--- config.mk ---
export PLATFORM = sky130hd
export DESIGN_NAME = bxs_seq
export DESIGN_NICKNAME = d
export VERILOG_FILES = /design/src/rtl/bxs_pkg.sv /design/src/rtl/bxs_planner.sv /design/src/rtl/bxs_pick.sv /design/src/rtl/bxs_seq.sv
export SDC_FILE = /design/constraint.sdc
export NUM_CORES = 1
export LEC_CHECK = 0
export BUFFER_PORTS_ARGS = -buffer_cell sky130_fd_sc_hd__buf_4
export CAP_MARGIN = 20
export CORE_MARGIN = 4
export CORE_UTILIZATION = 37
export CTS_CLUSTER_DIAMETER = 40
export DETAILED_ROUTE_END_ITERATION = 12
export PLACE_DENSITY = 0.64
export REMOVE_ABC_BUFFERS = 1
export SKIP_LAST_GASP = 1
export SLEW_MARGIN = 10
export SYNTH_ARGS = -nofsm -noshare
export SYNTH_HDL_FRONTEND = slang
export SYNTH_SLANG_ARGS = --single-unit
--- constraint.sdc ---
create_clock -name clk -period 27.8 [get_ports clk]
set_clock_uncertainty 0.1 [all_clocks]
set_input_delay 8.34 -clock clk [delete_from_list [all_inputs] [get_ports clk]]
set_output_delay 8.34 -clock clk [all_outputs]
set_load 0.005 [all_outputs]
--- src/rtl/bxs_pkg.sv ---
package bxs_pkg;

    typedef enum logic [1:0] {
        ST_IDLE = 2'd0,
        ST_RUN  = 2'd1,
        ST_FIN  = 2'd2
    } seq_state_e;

    typedef struct packed {
        logic pre;
        logic up;
        logic load;
        logic wb_en;
    } xfer_mode_t;

    localparam int WORD_BYTES = 4;

endpackage

--- src/rtl/bxs_planner.sv ---
module bxs_planner
    import bxs_pkg::*;
#(
    parameter int AW   = 32,
    parameter int NREG = 16
) (
    input  logic [AW-1:0]   base,
    input  logic [NREG-1:0] list,
    input  xfer_mode_t      mode,
    output logic [AW-1:0]   first_addr,
    output logic [AW-1:0]   wb_addr
);
    localparam int CW = $clog2(NREG + 1);
    localparam logic [AW-1:0] STEP = AW'(WORD_BYTES);

    logic [CW-1:0] cnt;
    logic [AW-1:0] span;

    always_comb begin
        cnt = '0;
        for (int i = 0; i < NREG; i++) begin
            cnt = cnt + CW'(list[i]);
        end
    end

    assign span = AW'(cnt) << 2;

    always_comb begin
        unique case ({mode.pre, mode.up})
            2'b01:   first_addr = base;
            2'b11:   first_addr = base + STEP;
            2'b00:   first_addr = base - span + STEP;
            default: first_addr = base - span;
        endcase
    end

    assign wb_addr = mode.up ? (base + span) : (base - span);

endmodule

--- src/rtl/bxs_pick.sv ---
module bxs_pick #(
    parameter int NREG = 16,
    localparam int RW  = $clog2(NREG)
) (
    input  logic [NREG-1:0] list,
    output logic [RW-1:0]   idx,
    output logic [NREG-1:0] rest,
    output logic            last
);
    logic [NREG-1:0] low;

    assign low  = list & (~list + NREG'(1));
    assign rest = list & ~low;
    assign last = (rest == '0);

    for (genvar b = 0; b < RW; b++) begin : g_enc
        logic [NREG-1:0] sel;
        for (genvar i = 0; i < NREG; i++) begin : g_sel
            assign sel[i] = low[i] & (((i >> b) & 1) == 1);
        end
        assign idx[b] = |sel;
    end

endmodule

--- src/rtl/bxs_seq.sv ---
module bxs_seq
    import bxs_pkg::*;
#(
    parameter int AW   = 32,
    parameter int NREG = 16,
    localparam int RW  = $clog2(NREG)
) (
    input  logic            clk,
    input  logic            rst,
    input  logic            start_i,
    input  logic [AW-1:0]   base_i,
    input  logic [NREG-1:0] list_i,
    input  logic            pre_i,
    input  logic            up_i,
    input  logic            load_i,
    input  logic            wb_en_i,
    output logic            busy_o,
    output logic            beat_valid_o,
    input  logic            beat_ready_i,
    output logic [AW-1:0]   beat_addr_o,
    output logic [RW-1:0]   beat_reg_o,
    output logic            beat_write_o,
    output logic            done_o,
    output logic [AW-1:0]   wb_base_o,
    output logic            wb_write_o
);
    localparam logic [AW-1:0] STEP = AW'(WORD_BYTES);

    seq_state_e      state_q;
    logic [AW-1:0]   addr_q;
    logic [AW-1:0]   wb_q;
    logic [NREG-1:0] left_q;
    logic            load_q;
    logic            wbe_q;

    xfer_mode_t      cmd_mode;
    logic [AW-1:0]   plan_first;
    logic [AW-1:0]   plan_wb;
    logic [NREG-1:0] pick_rest;
    logic            pick_last;
    logic            take;

    assign cmd_mode = '{pre: pre_i, up: up_i, load: load_i, wb_en: wb_en_i};

    bxs_planner #(.AW(AW), .NREG(NREG)) u_plan (
        .base       (base_i),
        .list       (list_i),
        .mode       (cmd_mode),
        .first_addr (plan_first),
        .wb_addr    (plan_wb)
    );

    bxs_pick #(.NREG(NREG)) u_pick (
        .list (left_q),
        .idx  (beat_reg_o),
        .rest (pick_rest),
        .last (pick_last)
    );

    assign take = (state_q == ST_RUN) && beat_ready_i;

    always_ff @(posedge clk) begin
        if (rst) begin
            state_q <= ST_IDLE;
            addr_q  <= '0;
            wb_q    <= '0;
            left_q  <= '0;
            load_q  <= 1'b0;
            wbe_q   <= 1'b0;
        end else begin
            unique case (state_q)
                ST_IDLE: if (start_i) begin
                    addr_q  <= plan_first;
                    wb_q    <= plan_wb;
                    left_q  <= list_i;
                    load_q  <= cmd_mode.load;
                    wbe_q   <= cmd_mode.wb_en;
                    state_q <= (|list_i) ? ST_RUN : ST_FIN;
                end
                ST_RUN: if (take) begin
                    left_q <= pick_rest;
                    addr_q <= addr_q + STEP;
                    if (pick_last) state_q <= ST_FIN;
                end
                default: state_q <= ST_IDLE;
            endcase
        end
    end

    assign busy_o       = (state_q != ST_IDLE);
    assign beat_valid_o = (state_q == ST_RUN);
    assign beat_addr_o  = addr_q;
    assign beat_write_o = ~load_q;
    assign done_o       = (state_q == ST_FIN);
    assign wb_base_o    = wb_q;
    assign wb_write_o   = done_o & wbe_q;

    a_r1_quiet_idle: assert property (@(posedge clk) disable iff (rst)
        !busy_o |-> (!beat_valid_o && !done_o && !wb_write_o));

    a_r6_addr_step: assert property (@(posedge clk) disable iff (rst)
        (beat_valid_o && beat_ready_i && !pick_last) |=> (beat_addr_o == $past(beat_addr_o) + STEP));

    a_r6_reg_rises: assert property (@(posedge clk) disable iff (rst)
        (beat_valid_o && beat_ready_i && !pick_last) |=> (beat_reg_o > $past(beat_reg_o)));

    a_r8_hold: assert property (@(posedge clk) disable iff (rst)
        (beat_valid_o && !beat_ready_i) |=> (beat_valid_o && $stable(beat_addr_o) && $stable(beat_reg_o)));

    a_r9_done_after_last: assert property (@(posedge clk) disable iff (rst)
        (beat_valid_o && beat_ready_i && pick_last) |=> (done_o && !beat_valid_o));

    a_r9_done_pulse: assert property (@(posedge clk) disable iff (rst)
        done_o |=> !done_o);

    a_r11_empty_done: assert property (@(posedge clk) disable iff (rst)
        (!busy_o && start_i && list_i == '0) |=> (done_o && !beat_valid_o));

    a_r7_write_stable: assert property (@(posedge clk) disable iff (rst)
        (beat_valid_o && !pick_last && beat_ready_i) |=> $stable(beat_write_o));

endmodule

==> flow_summary.yaml <==
synth:
  async_reset_ff_share_pct: 0
  yosys_register_bits: 84
  yosys_warnings: 0
  synth-edff-count: 0
  ys_seq_area_share_pct: 19.8
  syn_area_per_cell_um2: 6.87
  netlist_instances: 1235
  synthesis.area_mm2: 0.00848
  synth_flop_cell: "dfxtp_1"
  ys_types: 85
pwr:
  leakage_nw: 3.73
  ir_drop_mv: 0.0371
  clkPwrFrac_pct: 21.4
  intPower_mw: 0.346
  p_seq_share_pct: 24.8
  pwr_density_cell_mw_per_mm2: 64.1
  switching_share_pct: 44.7
  netSwitchingPower_mw: 0.279
  total_power_mw: 0.625
  combPwrFrac_pct: 53.8
timing:
  finalSetupViolations: 0
  min_period_ps: 15600
  setup_tns_ps: 0
  tightestPinTransition_ps: 930
  rsz0062_at_grt: "false"
  slew_headroom_pct: 37.8
  drv_slew: 0
  fmax_ghz: 0.0641
  finalHoldViolCount: 0
  post-route-period-util_pct: 56.1
finish:
  regArea_mm2: 0.00168
  multiInputGateArea_mm2: 0.00615
  final_core_util_pct: 43.2
  area_delta_synth_final_pct: 15.1
  final_common_cell: "nand2_1"
  drive_gt1_share_pct: 14.4
  stdcell_count: 1577
  fillers: 2369
  nets: 1378
  antennaDiodeCount: 0
  final_cell_mix: "161 x nand2_1, 139 x buf_4, 125 x a21oi_1, 108 x nor2_1, 84 x dfxtp_1"
global_route:
  grt_use_total_pct: 22.7
  grt_pass1_vias: 8569
  grt_start_max_net_pins: 64
  grt_pass1_wl_um: 48000
  antenna_found_initial: 0
  grt-ovfl-total: 0
worst_setup_path:
  r2r_slack_ps: 24260
  reg2reg_depth: 8
  cp.arrival_ps: 15700
  cp_slowest_stage_delay_ps: 610
  cp_max_fo: 9
  path_class: "primary input to register"
  endpoint_kind: "register"
  critPathLaunchType: "primary input"
  slowest_stage: "or4_4"
  rr_startpoint: "state_q[0]"
  required_ps: 27900
  path_cells: "buf_4 -> inv_1 -> ha_1 -> inv_1 -> fa_1 -> fa_1 -> fa_1 -> fa_1 -> fa_1 -> fa_1 -> xnor2_1 -> inv_1 -> ha_1 -> nor2b_1 -> o21bai_1 -> nand3_1 -> mux2_2 -> a211oi_1 -> nand3_1 -> or4_4 -> a2111oi_2 -> o32ai_1"
  reg2reg_to: "beat_addr_o[17]"
  path_common_cell: "fa_1"
  setup.worst_path.start: "list_i[0]"
  timing.critical_path.buf_inv: 4
  path_delay_family: "adder cells"
die:
  dieArea_mm2: 0.0254
  die_y_um: 159
  die_w_um: 159
  row_count: 55
  initial_utilization_pct: 37.6
  core_mm2: 0.0226
  io_pins: 129
worst_hold_path:
  min_path_cells: 2
  hp-start: "wb_base_o[26]"
  hold_end: "wb_base_o[26]"
  hold_class: "register to register"
drt:
  wl_per_cell_um: 18.9
  wl_um: 29700
  drcViolationCount: 0
  drt_iter0_markers: 924
  vias_per_cell: 5.92
  vias: 9328
  ant_nets: 0
  firstDrtPassIters: 6
job:
  drv_cap: 0
clock_network:
  clock_insertion_delay_worst_skew_ps: 370
  cts-resized-gates: 0
  numClockSinks: 84
  path_clk_slew_ps: 60
  cts-root-buf: "clkbuf_16"
  numCtsBuffers: 9
  cts-hold-fix-buffers: 0
  clk_path_buf_depth: 2
  htree_levels: 3
  cts_setup_buffers: 0
  cts_tree: "built"
status:
  status: "finished clean"
place:
  io_buffers: 128
  detailed_place_hpwl_um: 22200
  dpl.cell_count: 1560
  gp_congestion: 0.944
power groups by stage:
stage          Sequential (mW)  Combinational, mW  Clock, mW
6_report                 0.155              0.336      0.134
5_1_grt                  0.158              0.371      0.142
4_1_cts                  0.155              0.333      0.137
3_5_place_dp             0.158              0.331          0
3_3_place_gp             0.157              0.327          0
2_1_floorplan            0.154              0.225          0
cell families (layout without fill, tap and decap cells):
kind of cell | count (synthesis) | count (layout) | synth area share (%)
simple gates | 514 | 514 | 29.8
compound gates | 363 | 363 | 27.2
buf+inv | 153 | 210 | 7.79
flops | 84 | 84 | 19.8
xor+xnor | 78 | 78 | 8.15
fa+ha+maj | 37 | 37 | 6.46
mux | 6 | 6 | 0.723
layer usage:
metal	wire length [um]	GRT usage [%]	up-vias
met5	0	0	-
met4	486	5.48	0
met3	2160	3.60	41
met2	12900	34.0	401
met1	14200	34.0	4325
li1	-	-	4561
synth_stat cells, drive strengths merged, types with 12 or more instances:
| master | count | area [um2] |
|---|---|---|
| or4 | 12 | 101 |
| o21ai | 75 | 375 |
| a21oi | 125 | 626 |
| nand2 | 161 | 604 |
| or3 | 19 | 119 |
| fa | 12 | 240 |
| and3 | 21 | 136 |
| xor2 | 35 | 307 |
| ha | 23 | 288 |
| inv | 53 | 199 |
| clkbuf | 72 | 282 |
| dfxtp | 84 | 1680 |
| nor2 | 110 | 413 |
| buf | 27 | 176 |
| nor4 | 25 | 169 |
| xnor2 | 43 | 384 |
| a211oi | 26 | 208 |
| nand4 | 19 | 125 |
| nor3 | 43 | 225 |
| a31oi | 16 | 100 |
| nand3 | 54 | 270 |
| o22ai | 16 | 100 |
how the worst max path moves through the flow:
stage,to,slack [ps],cells past startpoint
floorplan,beat_addr_o[27],12440,20
global placement,beat_addr_o[27],12070,21
detailed placement,beat_addr_o[27],11950,22
CTS,beat_addr_o[27],12280,22
global route,beat_addr_o[27],11750,22
finish,beat_addr_o[27],12200,22
flip-flops by register name, indices dropped and copies added (netlist names):
signal,flops
beat_addr_o,32
wb_base_o,32
left_q,16
state_q,2
load_q,1
wbe_q,1
worst reg2reg max path: cells and delay by family, from the launching register on:
family / cells / cell delay, ps
DFF: 1 / 550
buffers and inverters: 4 / 1960
AOI/OAI and AO/OA: 2 / 440
and+or+nand+nor: 2 / 420
metrics by stage:
step | area [um2] | hold slack, ps | setup slack [ps]
finish | 9760 | 352 | 12200
global route | 9760 | 375 | 11750
CTS | 9750 | 354 | 12280
detailed placement | 9430 | 343 | 11950
global placement | 9430 | 339 | 12070
floorplan | 8020 | 326 | 12440
layout make-up:
type | instances | area share, %
Timing Repair Buffer | 140 | 10.8
Clock inverter | 7 | 0.923
Clock buffer | 9 | 2.31
Inverter | 54 | 2.08
Sequential cell | 84 | 17.2
Tap cell | 285 | 3.65
Multi-Input combinational cell | 998 | 63.0
No activity file was read; power rests on OpenSTA's default activity.
